## config.mk

```make
export PLATFORM = sky130hd
export DESIGN_NAME = stat_bank
export DESIGN_NICKNAME = d
export VERILOG_FILES = /design/src/rtl/stat_bank.sv
export SDC_FILE = /design/constraint.sdc
export NUM_CORES = 1
export LEC_CHECK = 0
export ABC_CLOCK_PERIOD_IN_PS = 1650
export BUFFER_PORTS_ARGS = -buffer_cell sky130_fd_sc_hd__buf_2
export CAP_MARGIN = 10
export CORE_AREA = 5 5 429 431
export CTS_BUF_LIST = sky130_fd_sc_hd__clkbuf_16
export DETAILED_ROUTE_END_ITERATION = 6
export DIE_AREA = 0 0 434 436
export PLACE_DENSITY = 0.33
export SLEW_MARGIN = 20
export SYNTH_ARGS = -nofsm -noshare
export SYNTH_HDL_FRONTEND = slang
export SYNTH_SLANG_ARGS = --single-unit
```

## constraint.sdc

```tcl
create_clock -name clk -period 1.65 [get_ports clk]
set_input_delay 0.2475 -clock clk [delete_from_list [all_inputs] [get_ports clk]]
set_output_delay 0.2475 -clock clk [all_outputs]
set_load 0.03 [all_outputs]
```

## src/rtl/stat_bank.sv

```systemverilog
module stat_bank #(
  parameter int NREGS = 16,
  parameter int DW = 32,
  parameter int ADDR_W = 5,
  parameter logic [4*NREGS-1:0] MODES = 64'h00DC_AB98_B765_4321
) (
  input  logic                clk,
  input  logic                rst_n,
  input  logic [NREGS*DW-1:0] hw_in,
  output logic [NREGS*DW-1:0] hw_out,
  input  logic [ADDR_W-1:0]   reg_addr,
  input  logic                reg_rd,
  input  logic                reg_wr,
  input  logic [DW-1:0]       reg_wdata,
  output logic [DW-1:0]       reg_rdata,
  output logic                irq
);
  localparam logic [3:0] M_NONE = 4'd0,  M_RO   = 4'd1,  M_RV   = 4'd2;
  localparam logic [3:0] M_LHSC = 4'd3,  M_LLSC = 4'd4,  M_LHMK = 4'd5;
  localparam logic [3:0] M_LLMK = 4'd6,  M_IHSC = 4'd7,  M_ILSC = 4'd8;
  localparam logic [3:0] M_IHMK = 4'd9,  M_ILMK = 4'd10, M_IEN  = 4'd11;
  localparam logic [3:0] M_LOR  = 4'd12, M_RWSC = 4'd13;

  function automatic logic [3:0] mode_of(input int i);
    if (i < NREGS) return MODES[i*4 +: 4];
    return M_NONE;
  endfunction

  logic                armed;
  logic [NREGS*DW-1:0] view_flat;
  logic [NREGS-1:0]    pend;
  logic [DW-1:0]       sel;

  always_ff @(posedge clk or negedge rst_n)
    if (!rst_n) armed <= 1'b0;
    else        armed <= 1'b1;

  for (genvar r = 0; r < NREGS; r++) begin : g_reg
    localparam logic [3:0] M = mode_of(r);
    localparam bit FLAG = (M >= M_LHSC) && (M <= M_ILMK);
    localparam bit SC = (M == M_LHSC) || (M == M_LLSC) || (M == M_IHSC) || (M == M_ILSC);
    logic [DW-1:0] din;
    logic          hit;
    assign din = hw_in[r*DW +: DW];
    assign hit = (reg_addr == ADDR_W'(r));

    if (FLAG) begin : g_flag
      logic [DW-1:0] q, prev, set_v, clr_v;
      always_ff @(posedge clk or negedge rst_n)
        if (!rst_n) prev <= '0;
        else        prev <= din;
      always_comb begin
        case (M)
          M_LHSC, M_LHMK: set_v = din;
          M_LLSC, M_LLMK: set_v = ~din;
          M_IHSC, M_IHMK: set_v = din & ~prev & {DW{armed}};
          default:        set_v = ~din & prev & {DW{armed}};
        endcase
        if (SC) clr_v = {DW{reg_rd & hit}};
        else    clr_v = (reg_wr && hit) ? reg_wdata : '0;
      end
      always_ff @(posedge clk or negedge rst_n)
        if (!rst_n) q <= '0;
        else        q <= set_v | (q & ~clr_v);
      assign view_flat[r*DW +: DW] = q;
      assign hw_out[r*DW +: DW] = '0;
      if (mode_of(r + 1) == M_IEN) begin : g_en
        assign pend[r] = |(q & view_flat[(r+1)*DW +: DW]);
      end else begin : g_noen
        assign pend[r] = 1'b0;
      end
    end else if (M == M_RO) begin : g_ro
      logic [DW-1:0] q;
      logic unused_ro;
      assign unused_ro = hit;
      always_ff @(posedge clk or negedge rst_n)
        if (!rst_n) q <= '0;
        else        q <= din;
      assign view_flat[r*DW +: DW] = q;
      assign hw_out[r*DW +: DW] = '0;
      assign pend[r] = 1'b0;
    end else if (M == M_RV) begin : g_rv
      logic unused_rv;
      assign unused_rv = hit;
      assign view_flat[r*DW +: DW] = din;
      assign hw_out[r*DW +: DW] = '0;
      assign pend[r] = 1'b0;
    end else if (M == M_IEN) begin : g_ien
      logic [DW-1:0] q;
      logic unused_ien;
      assign unused_ien = ^din;
      always_ff @(posedge clk or negedge rst_n)
        if (!rst_n)            q <= '0;
        else if (reg_wr && hit) q <= reg_wdata;
      assign view_flat[r*DW +: DW] = q;
      assign hw_out[r*DW +: DW] = q;
      assign pend[r] = 1'b0;
    end else if (M == M_LOR) begin : g_lor
      logic [DW-1:0] q;
      always_ff @(posedge clk or negedge rst_n)
        if (!rst_n)             q <= '0;
        else if (!armed)        q <= din;
        else if (reg_wr && hit) q <= reg_wdata;
      assign view_flat[r*DW +: DW] = q;
      assign hw_out[r*DW +: DW] = q;
      assign pend[r] = 1'b0;
    end else if (M == M_RWSC) begin : g_rwsc
      logic [DW-1:0] q;
      logic unused_rwsc;
      assign unused_rwsc = ^din;
      always_ff @(posedge clk or negedge rst_n)
        if (!rst_n) q <= '0;
        else        q <= (reg_wr && hit) ? reg_wdata : '0;
      assign view_flat[r*DW +: DW] = q;
      assign hw_out[r*DW +: DW] = q;
      assign pend[r] = 1'b0;
    end else begin : g_none
      logic unused_none;
      assign unused_none = ^{din, hit};
      assign view_flat[r*DW +: DW] = '0;
      assign hw_out[r*DW +: DW] = '0;
      assign pend[r] = 1'b0;
    end
  end

  always_comb begin
    sel = '0;
    for (int i = 0; i < NREGS; i++)
      if (reg_addr == ADDR_W'(i)) sel = view_flat[i*DW +: DW];
  end

  always_ff @(posedge clk or negedge rst_n)
    if (!rst_n)      reg_rdata <= '0;
    else if (reg_rd) reg_rdata <= sel;

  always_ff @(posedge clk or negedge rst_n)
    if (!rst_n) irq <= 1'b0;
    else        irq <= |pend;
endmodule

```

Word-level counts from Yosys, hierarchy flattened --
Cells that the tools add are included.
Storage, ports and cells: register bits 578
Cells by class: muxes and demuxes 23, reduce and logical (&&, ||, !) cells 10, bitwise logic cells 44, equal/unequal tests 16
Operator list (number):
- 32-bit two-way mux | 23
- 32-bit AND | 18
- 32-bit NOT | 14
- 32-bit OR | 8
- 64-bit OR reduction | 1
- 5-bit by 4-bit equality test with 1-bit output (second input constant) | 8
- 5-bit by 3-bit equality test with 1-bit output (second input constant) | 4
- 5-bit by 2-bit equality test with 1-bit output (second input constant) | 2
- 1-bit logical AND | 8
- 5-bit by 1-bit equality test with 1-bit output (second input constant) | 1
- 5-bit logical NOT | 1
- 1-bit AND | 4
- 2-bit by 1-bit != test with 1-bit output (second input constant) | 1

Logic depth before layout (Yosys ltp) --
Gate-level depths: netlist of the first run.
depth in word-level cells 17, mapped depth 9, mapped depth without buffers 6

Worst setup path after synthesis of the first run --
No wires, ideal clock.
path type input port to flip-flop, start input reg_addr[3], end register reg_rdata[25], stages 6, setup time 0.092 ns, path slack -0.081 ns, data required time 1.558 ns, path buffers 1, arrival 1.639 ns, cell sequence buf_4 > or4b_1 > o22ai_1 > nor4_1 > o31a_1 > o31ai_2
On the way: cells in the longest elaborated chain, start to end 17
RTL lines:
- start: declaration | line 11 | input logic [ADDR_W-1:0] reg_addr,
- 5-bit logical NOT | line 129 | if (reg_addr == ADDR_W'(i)) sel = view_flat[i*DW +: DW];
- 32-bit two-way mux (15 in a row) | line 129
- 32-bit two-way mux (*) | line 129
- end signal: assignment | line 134 | else if (reg_rd) reg_rdata <= sel;
- end: declaration | line 15 | output logic [DW-1:0] reg_rdata,
Every way passes the cells marked *; elsewhere a longest branch is shown, timed or not. A chain may end at the register's enable or synchronous reset.

Final worst setup path of the first run --
start register g_reg[6].g_flag.q[2], end register irq
On the way: cells in the longest elaborated chain, start to end 2
RTL lines:
- start: declaration | line 48 | logic [DW-1:0] q, prev, set_v, clr_v;
- start signal: assignment | line 64 | else q <= set_v | (q & ~clr_v);
- 32-bit AND | line 68 | assign pend[r] = |(q & view_flat[(r+1)*DW +: DW]);
- 64-bit OR reduction | line 138 | else irq <= |pend;
- end signal: assignment | line 138
- end: declaration | line 16 | output logic irq
Every way passes these cells.

==> qor.txt, run 1 <==
status: finished with violations
CTS Root Cell: clkbuf_16
DRT Wirelength: 176000 um
Max-Slew Margin vs Limit: 0.603
RSZ-0062 raised after global routing: true
Setup CP Type: register to register
Clk network pwr share: 0.363
hpwl dp: 143000 um
Slew Viols, Final: 0
CP Launch Type: register
Total GRT Usage: 0.180
htree depth: 3
drt wl/cell: 28.1 um
vias in the first global route: 25700
Avg Inst Size Synth: 10.8 sq um
Logic pwr share: 0.254
clock tree sinks: 578
max_cap viols: 0
DRT iter0 DRCs: 1618
clock skew: 28.5 ps
Clock Tree Buf Depth: 3
minimum clock period: 2030 ps
initial antenna violation count: 62
Syn. warnings: 0
Worst Hold Class: primary input to register
Async S/R FF share, synth: 1.00
Placement Rows: 156
Die H: 436 um
final worst setup slack: -378 ps
antenna-violating nets left: 0
Power Density: 994 mW/mm^2
Post-Syn Instances: 2484
die area: 0.189 sq mm
final setup fails: 15
area of the multi-input gates: 0.0105 sq mm
first-pass GRT wire length: 231000 um
sequential share of power: 0.382
Final period util: 1.23
Residual DRC: 0
failing checks: negative setup slack
latest clock arrival within the worst-skew pair: 680 ps
GPL Wtd Cong: 0.880
CTS tree: yes
Mapped Area: 0.0268 sq mm
IO Port Bufs: 553
Final #Nets: 4378
final hold slack: 38.8 ps
share of layout cells above drive strength 1: 0.358
Peak VDD IR: 0.000725 V
hold depth: 3
critical path endpoint category: register
global route total overflow: 0
Initial Util: 0.149
CP required: 2180 ps
core footprint: 0.180 sq mm
largest net degree at the start of global routing: 64
arrival time at the worst endpoint: 2550 ps
Post-DP Area: 0.0348 sq mm
Pre-antenna DRT Iters: 5
I/O pins: 1098
#FFs+latches synth: 578
f_max: 493 MHz
vias per cell: 3.94
sequential fraction of the synthesis area: 0.540
number of buffers created by CTS: 72
Area Growth Syn to Fin: 58.6%
Slew @ Worst Pin: 590 ps
Final Hold Vio Count: 0
internal power: 27800 uW
Die Span X: 434 um
Final Cell Area: 0.0425 sq mm
Leak: 0.0194 uW
number of flops mapped to enable cells by yosys: 0
Storage cell area: 0.0145 sq mm
sw frac: 0.342
P_sw: 14400 uW
main flop type after synthesis: dfrtp_1
Distinct cells, synth: 69
setup_tns: -996 ps
FF-to-FF path depth: 5
fill count: 19500
Crit Path Max Fanout: 2
total number of vias: 24700
Reg clk slew, reported paths: 60 ps
==> timing repair <==
action                                 CTS  global route
pin swaps                               42            49
endpoints found under the hold margin  865             0
cloned                                   0             0
setup endpoints to repair              147            57
hold buffers                           337             0
setup buffers                           38            16
gates resized for setup                362            89
==> layout by cell type, fill, tap and decap left out, types with 7 or more instances in the layout <==
master           n
o22ai_1         31
buf_6           91
buf_2          463
mux2i_1         41
nand2_1        306
and3_1          35
diode_2         16
buf_8           17
inv_1          146
buf_4          405
nand3_1         10
a22o_1          39
o221ai_1         7
clkbuf_16       73
a22oi_1         59
a21oi_1         84
nor2_1          90
mux2_2          65
nand2b_1        10
conb_1         385
clkinv_1        21
nand4_1          8
nor2_4           9
a221oi_1        45
buf_12          83
dfrtp_1        528
a21o_1          64
dfrtp_2         49
a221o_1          7
o21ai_0         28
a32o_1         127
dlygate4sd3_1  337
o311ai_2         7
a221oi_2        12
nor3b_1          9
clkinv_2        11
==> registers in the layout, indices dropped and copies added, names as in the netlist <==
name	count
g.g_ro.q	32
reg_rdata	32
g.g_lor.q	32
g.g_ien.q	64
g.g_flag.q	256
armed	1
g.g_flag.prev	128
g.g_rwsc.q	32
irq	1
==> synthesized netlist by cell type, types with 36 or more instances <==
library cell	count	area [sq um]
dfrtp_1	578	14500
buf_4	389	2920
nand2_1	311	1170
inv_1	131	492
a32o_1	127	1270
nor2_1	97	364
a21oi_1	90	450
mux2_2	65	732
a21o_1	64	480
clkbuf_1	64	240
a22oi_1	62	465
a221oi_1	58	508
buf_2	52	260
mux2i_1	45	450
a22o_1	43	377
o21ai_0	39	195
and3_1	36	225
o22ai_1	36	225
==> logic make-up after synthesis <==
family | Yosys count | synth area share
buffers and inverters | 645 | 0.147
other | 2 | 0.000281
AND/OR/NAND/NOR | 540 | 0.0908
flip-flops | 578 | 0.540
multiplexers | 110 | 0.0442
AO/OA/AOI/OAI | 609 | 0.177
==> metrics by stage <==
step                setup WS (ps)  power [uW]  instances   util
global placement            -1220       25000       5742  0.194
finish                       -378       42200       6266  0.236
detailed placement          -1260       25000       5742  0.194
floorplan                   -17.3       20300       2867      -
global route                 -378       43800       6257  0.236
CTS                          -342       42700       6240  0.233
==> area by class of cell <==
class / count / share of cell area
clock inverter: 56 / 0.00896
clock buffer: 73 / 0.0430
timing repair buffer: 1397 / 0.275
sequential: 578 / 0.342
antenna: 16 / 0.000943
inverter: 132 / 0.0117
tap: 2370 / 0.0698
multi-input combinational: 1644 / 0.248
==> critical path: stages, from the launching register on <==
cell	delay [ps]
dfrtp_1	460
a22o_4	280
a221oi_4	310
buf_4	180
nand4_1	80
or4_4	580
==> metal layers <==
layer | vias to the layer above | routed length (um) | global-route usage
met3 | 300 | 9190 | 0.0309
li1 | 10800 | - | -
met2 | 1026 | 93500 | 0.343
met4 | 18 | 9310 | 0.0771
met1 | 12500 | 63700 | 0.192
met5 | - | 113 | 0
==> path summary, 6_finish.rpt <==
check / end / from / slack (ps)
min: g_reg[4].g_flag.q[31] / reg_wdata[31] / 40
min in group asynchronous: g_reg[8].g_flag.prev[10] / rst_n / 90
max: irq / g_reg[6].g_flag.q[2] / -380
max reg2reg: irq / g_reg[6].g_flag.q[2] / -380
max in group asynchronous: g_reg[10].g_ien.q[20] / rst_n / 700
min reg2reg: g_reg[6].g_flag.q[29] / g_reg[6].g_flag.prev[29] / 420
==> power groups by stage <==
| stage | Clock [uW] | Combinational, uW | Sequential [uW] |
|---|---|---|---|
| global route | 16300 | 11200 | 16200 |
| detailed placement | 0 | 8620 | 16300 |
| CTS | 15900 | 10700 | 16100 |
| finish | 15300 | 10700 | 16100 |
| global placement | 0 | 8620 | 16400 |
| floorplan | 0 | 3410 | 16900 |
Power figures use the tool's default switching activity.
==> run 2, diff against run 1 <==
--- a/config.mk
+++ b/config.mk
@@ -12,7 +12,9 @@
 export CTS_BUF_LIST = sky130_fd_sc_hd__clkbuf_16
 export DETAILED_ROUTE_END_ITERATION = 6
 export DIE_AREA = 0 0 434 436
+export HOLD_SLACK_MARGIN = 0.1
 export PLACE_DENSITY = 0.33
+export SKIP_CTS_REPAIR_TIMING = 1
 export SLEW_MARGIN = 20
 export SYNTH_ARGS = -nofsm -noshare
 export SYNTH_HDL_FRONTEND = slang
==> run 2 against run 1 <==
The run still ends with negative setup slack left. Clock power hardly changed. Utilization is 0.11 points lower. Final cell count hardly changed. Die area stayed put. Via count hardly changed. Critical path type unchanged.
==> qor.txt, run 2 (synthesis gave the netlist of run 1 again) <==
first-pass GRT wire length: 224000 um
Die H: 436 um
WHS Endpoint: g_reg[5].g_flag.q[24]
FF-to-FF path depth: 5
HP Start: reg_wdata[24]
R2R Path End: irq
Leak: 0.0193 uW
status: finished with violations
die area: 0.189 sq mm
latest clock arrival within the worst-skew pair: 680 ps
Final Hold Vio Count: 0
Placement Rows: 156
Final Instance Count excl. Fillers: 6269
IO Port Bufs: 553
final hold slack: 103 ps
crit-path cells: a22o_1 > a221oi_2 > buf_4 > nand4_1 > or4_4
Peak VDD IR: 0.000724 V
Util after Layout: 0.235
number of buffers created by CTS: 72
Worst Hold Class: primary input to register
setup_tns: -966 ps
f_max: 507 MHz
Worst R2R Setup Slack: -320 ps
Power Density: 992 mW/mm^2
most common cell after layout, fill and taps aside: dfrtp_1
Slew @ Worst Pin: 601 ps
final worst setup slack: -322 ps
max_cap viols: 0
Max-Slew Margin vs Limit: 0.595
hpwl dp: 143000 um
minimum clock period: 1970 ps
most frequent cells in the layout: dfrtp_1, buf_2, buf_4
Worst path slowest cell: or4_4
Pre-antenna DRT Iters: 5
I/O pins: 1098
Top reg by flops: g.g_flag.q
DRT iter0 DRCs: 1658
hold depth: 4
Die Span X: 434 um
Crit path max-delay family: simple AND/OR/NAND/NOR gates
Residual DRC: 0
vias in the first global route: 23800
htree depth: 3
vias per cell: 3.93
initial antenna violation count: 62
Clock Tree Buf Depth: 3
Regs by FF count: g.g_flag.q (256), g.g_flag.prev (128), g.g_ien.q (64)
failing checks: negative setup slack
clock skew: 31.9 ps
arrival time at the worst endpoint: 2490 ps
Setup CP Type: register to register
final setup fails: 15
share of layout cells above drive strength 1: 0.353
Crit Path Max Fanout: 2
drt wl/cell: 28.0 um
Final period util: 1.20
global route total overflow: 0
critical path endpoint category: register
Total GRT Usage: 0.177
Initial Util: 0.149
CTS Root Cell: clkbuf_16
CP max stage delay: 570 ps
Largest register FFs: 256
reg2reg start: g_reg[10].g_ien.q[20]
# placed instances: 5742
WP depth: 5
clock tree sinks: 578
CP Launch Type: register
Area Growth Syn to Fin: 57.9%
GPL Wtd Cong: 0.880
Crit path buffers/inverters: 1
largest net degree at the start of global routing: 64
Final Cell Area: 0.0423 sq mm
Reg clk slew, reported paths: 70 ps
Slew Viols, Final: 0
CP required: 2170 ps
DRT Wirelength: 176000 um
core footprint: 0.180 sq mm
Post-DP Area: 0.0348 sq mm
total number of vias: 24600
antenna-violating nets left: 0
CTS tree: yes
RSZ-0062 raised after global routing: true
Final #Nets: 4382
[run 2: cell count changes in the layout (fill, tap and decap cells not counted), moves of 4 or more]
cell	previous run	this run
dlygate4sd3_1	337	355
clkbuf_4	1	5
buf_2	463	481
buf_6	91	87
buf_8	17	13
buf_12	83	71
buf_4	405	389
[run 2: worst max path at each step]
stage,startpoint,endpoint,slack [ps]
3_5_place_dp,reg_addr[0],reg_rdata[25],-1260
5_1_grt,g_reg[10].g_ien.q[3],irq,-370
3_3_place_gp,reg_addr[0],reg_rdata[25],-1220
6_report,g_reg[10].g_ien.q[20],irq,-320
2_1_floorplan,reg_addr[3],reg_rdata[25],-20
4_1_cts,g_reg[6].g_flag.q[0],reg_rdata[0],-640
[run 2: worst register-to-register path, cell delays in order, from the launching register on]
cell,delay [ps]
dfrtp_2,420
a22o_1,300
a221oi_2,240
buf_4,170
nand4_1,120
or4_4,570
[run 2: final cells by class]
| cell class | instances | area [sq um] |
|---|---|---|
| clock inverters | 56 | 380 |
| well taps | 2370 | 2970 |
| repair buffers | 1401 | 11500 |
| clock buffers | 73 | 1830 |
| fillers | 19500 | 138000 |
| inverters | 132 | 495 |
| multi-input cells | 1644 | 10500 |
| flip-flops and latches | 578 | 14500 |
| diodes | 15 | 37.5 |
[run 2: power by group]
group | switching, uW | total [uW] | internal [uW]
combinational | 6360 | 10400 | 4080
clock | 7060 | 15300 | 8290
sequential | 973 | 16100 | 15200
total | 14400 | 41900 | 27500
[run 2: metrics by stage]
| stage | setup WS, ps | power [uW] |
|---|---|---|
| 6_report | -322 | 41900 |
| 2_1_floorplan | -17.3 | 20300 |
| 4_1_cts | -638 | 40600 |
| 3_5_place_dp | -1260 | 25000 |
| 5_1_grt | -372 | 43500 |
| 3_3_place_gp | -1220 | 25000 |
[run 2: metal layers]
layer / vias to the layer above / track usage / wire [um]
met1: 12500 / 0.186 / 64000
met4: 16 / 0.0750 / 9290
met3: 302 / 0.0374 / 8870
met2: 996 / 0.336 / 93300
met5: - / 0 / 99
li1: 10800 / - / -
==> run 3, diff against run 2 <==
--- a/config.mk
+++ b/config.mk
@@ -5,13 +5,14 @@
 export SDC_FILE = /design/constraint.sdc
 export NUM_CORES = 1
 export LEC_CHECK = 0
+export ABC_AREA = 1
 export ABC_CLOCK_PERIOD_IN_PS = 1650
 export BUFFER_PORTS_ARGS = -buffer_cell sky130_fd_sc_hd__buf_2
 export CAP_MARGIN = 10
-export CORE_AREA = 5 5 429 431
+export CORE_AREA = 5 5 431 433
 export CTS_BUF_LIST = sky130_fd_sc_hd__clkbuf_16
 export DETAILED_ROUTE_END_ITERATION = 6
-export DIE_AREA = 0 0 434 436
+export DIE_AREA = 0 0 436 438
 export HOLD_SLACK_MARGIN = 0.1
 export PLACE_DENSITY = 0.33
 export SKIP_CTS_REPAIR_TIMING = 1
==> run 3 against run 2 <==
The run still ends with negative setup slack left. Combinational power fell by 16%. Fmax up 11%. Setup slack gained 190 ps. Die area rose by 0.92%. Final area fell by 3.5%. Worst hold slack gained 48 ps. Flip-flop and latch count unchanged. Global-route usage decreased by 2.6 points. Clock-buffer cell count grew 9.
==> qor.txt, run 3 <==
hpwl dp: 122000 um
sequential fraction of the synthesis area: 0.535
global route total overflow: 0
IO Port Bufs: 553
R2R Path End: reg_rdata[18]
Regs by FF count: g.g_flag.q (256), g.g_flag.prev (128), g.g_ien.q (64)
final setup fails: 14
Pre-antenna DRT Iters: 7
arrival time at the worst endpoint: 2330 ps
largest family of logic cells by synthesized area: simple AND/OR/NAND/NOR gates
FF-to-FF path depth: 10
Setup CP Type: register to register
Design Power: 42900 uW
Max-Slew Margin vs Limit: 0.510
Worst R2R Setup Slack: -130 ps
latest clock arrival within the worst-skew pair: 670 ps
critical path endpoint category: register
CP startpoint: g_reg[2].g_flag.q[18]
RSZ-0062 raised after global routing: true
failing checks: negative setup slack
Final #Nets: 4916
minimum clock period: 1780 ps
Residual DRC: 0
Leak: 0.0194 uW
Die H: 438 um
Avg Inst Size Synth: 8.39 sq um
share of layout cells above drive strength 1: 0.257
most frequent cells in the layout: nand2_1, dfrtp_1, buf_2
core footprint: 0.182 sq mm
Distinct cells, synth: 34
Initial Util: 0.149
total number of vias: 25000
CTS Root Cell: clkbuf_16
Synth top area share: 0.535
drt wl/cell: 22.3 um
Worst Hold Class: primary input to asynchronous set/reset pin
htree depth: 3
DRT Wirelength: 153000 um
#FFs+latches synth: 578
crit-path cells: inv_1 > nor2_1 > nor2_2 > nand4_1 > nor2_2 > nand4_1 > nand2_2 > nand3_2 > nand2_1 > nand2_1
Largest register FFs: 256
Post-Syn Instances: 3221
clock skew: 24.8 ps
f_max: 561 MHz
CTS tree: yes
initial antenna violation count: 51
final worst setup slack: -134 ps
reg2reg start: g_reg[2].g_flag.q[18]
Clock Tree Buf Depth: 3
Slew @ Worst Pin: 716 ps
Compound-Gate Fraction of Synth Area: 0.0828
Area Growth Syn to Fin: 50.9%
Post-synth top cells: nand2_1, dfrtp_1, buf_4, nor2_1, o21ai_0
Slew Viols, Final: 0
max_cap viols: 0
mux contribution to synthesized area: 0
Post-DP Area: 0.0336 sq mm
Die Span X: 436 um
XOR/XNOR Fraction of Synth Area: 0
Final period util: 1.08
GPL Wtd Cong: 0.815
status: finished with violations
vias in the first global route: 23800
Reg clk slew, reported paths: 60 ps
Mapped Area: 0.0270 sq mm
setup_tns: -940 ps
I/O pins: 1098
top post-synthesis cells by area: dfrtp_1, nand2_1, buf_4
DRT iter0 DRCs: 1325
Total GRT Usage: 0.150
Peak VDD IR: 0.000673 V
CP max stage delay: 360 ps
Final Hold Vio Count: 0
number of flops mapped to enable cells by yosys: 0
Crit Path Max Fanout: 2
Worst path slowest cell: dfrtp_1
most common cell after layout, fill and taps aside: nand2_1
cell accounting for the most synthesized area: dfrtp_1
Placement Rows: 157
Syn. warnings: 0
Top reg by flops: g.g_flag.q
pre-CTS WS: -1190 ps
top-count cell post-synth: nand2_1
die area: 0.191 sq mm
antenna-violating nets left: 0
CP required: 2200 ps
post-synthesis simple-gate area fraction: 0.224
first-pass GRT wire length: 200000 um
vias per cell: 3.65
Post-Synth Adder-Cell Area: 0
Util after Layout: 0.224
main flop type after synthesis: dfrtp_1
largest net degree at the start of global routing: 65
number of buffers created by CTS: 80
CP Launch Type: register
Async S/R FF share, synth: 1.00
clock tree sinks: 578
Power Density: 1050 mW/mm^2
Final Cell Area: 0.0408 sq mm
-- run 3: how the worst max path moves through the flow --
| stage | to | cells past startpoint |
|---|---|---|
| after global placement | reg_rdata[17] | 17 |
| after global routing | reg_rdata[17] | 10 |
| after floorplan | g_reg[9].g_flag.q[1] | 8 |
| after detailed placement | reg_rdata[17] | 17 |
| after CTS | reg_rdata[17] | 10 |
| final | reg_rdata[18] | 10 |
-- run 3: critical path, delay by kind of cell, from the launching register on --
kind,cells,cell delay (ps)
buffers and inverters,1,130
DFF,1,360
and+or+nand+nor,9,1180
-- run 3: layout make-up --
type                            count  area, sq um
Sequential cell                   578        14500
Timing Repair Buffer             1188         9520
Tap cell                         2385         2980
Clock buffer                       82         2050
Fill cell                       20100       141000
Inverter                          217          827
Multi-Input combinational cell   2298        10200
Clock inverter                     62          622
Antenna cell                       20         50.0
-- run 3: report_power, final --
group | internal (uW) | switching (uW)
combinational | 2900 | 5830
clock | 10900 | 7360
sequential | 15100 | 753
total | 28900 | 13900
-- run 3: metrics by stage --
stage	hold slack, ps	instances
floorplan	-48.1	3604
global placement	245	6302
detailed placement	242	6302
CTS	-491	6446
global route	137	6812
finish	150	6830
-- run 3: per-layer routing --
metal / track usage / vias to the layer above / wire, um
met5: 0 / - / 108
met4: 0.0529 / 16 / 4140
met3: 0.0391 / 191 / 9140
met2: 0.248 / 878 / 73100
met1: 0.190 / 12100 / 66100
li1: - / 11700 / -
-- run 3: cells by family after synthesis --
| group | after synthesis |
|---|---|
| DFF | 578 |
| buffers and inverters | 729 |
| and+or+nand+nor | 1498 |
| AOI/OAI and AO/OA | 414 |
| other | 2 |
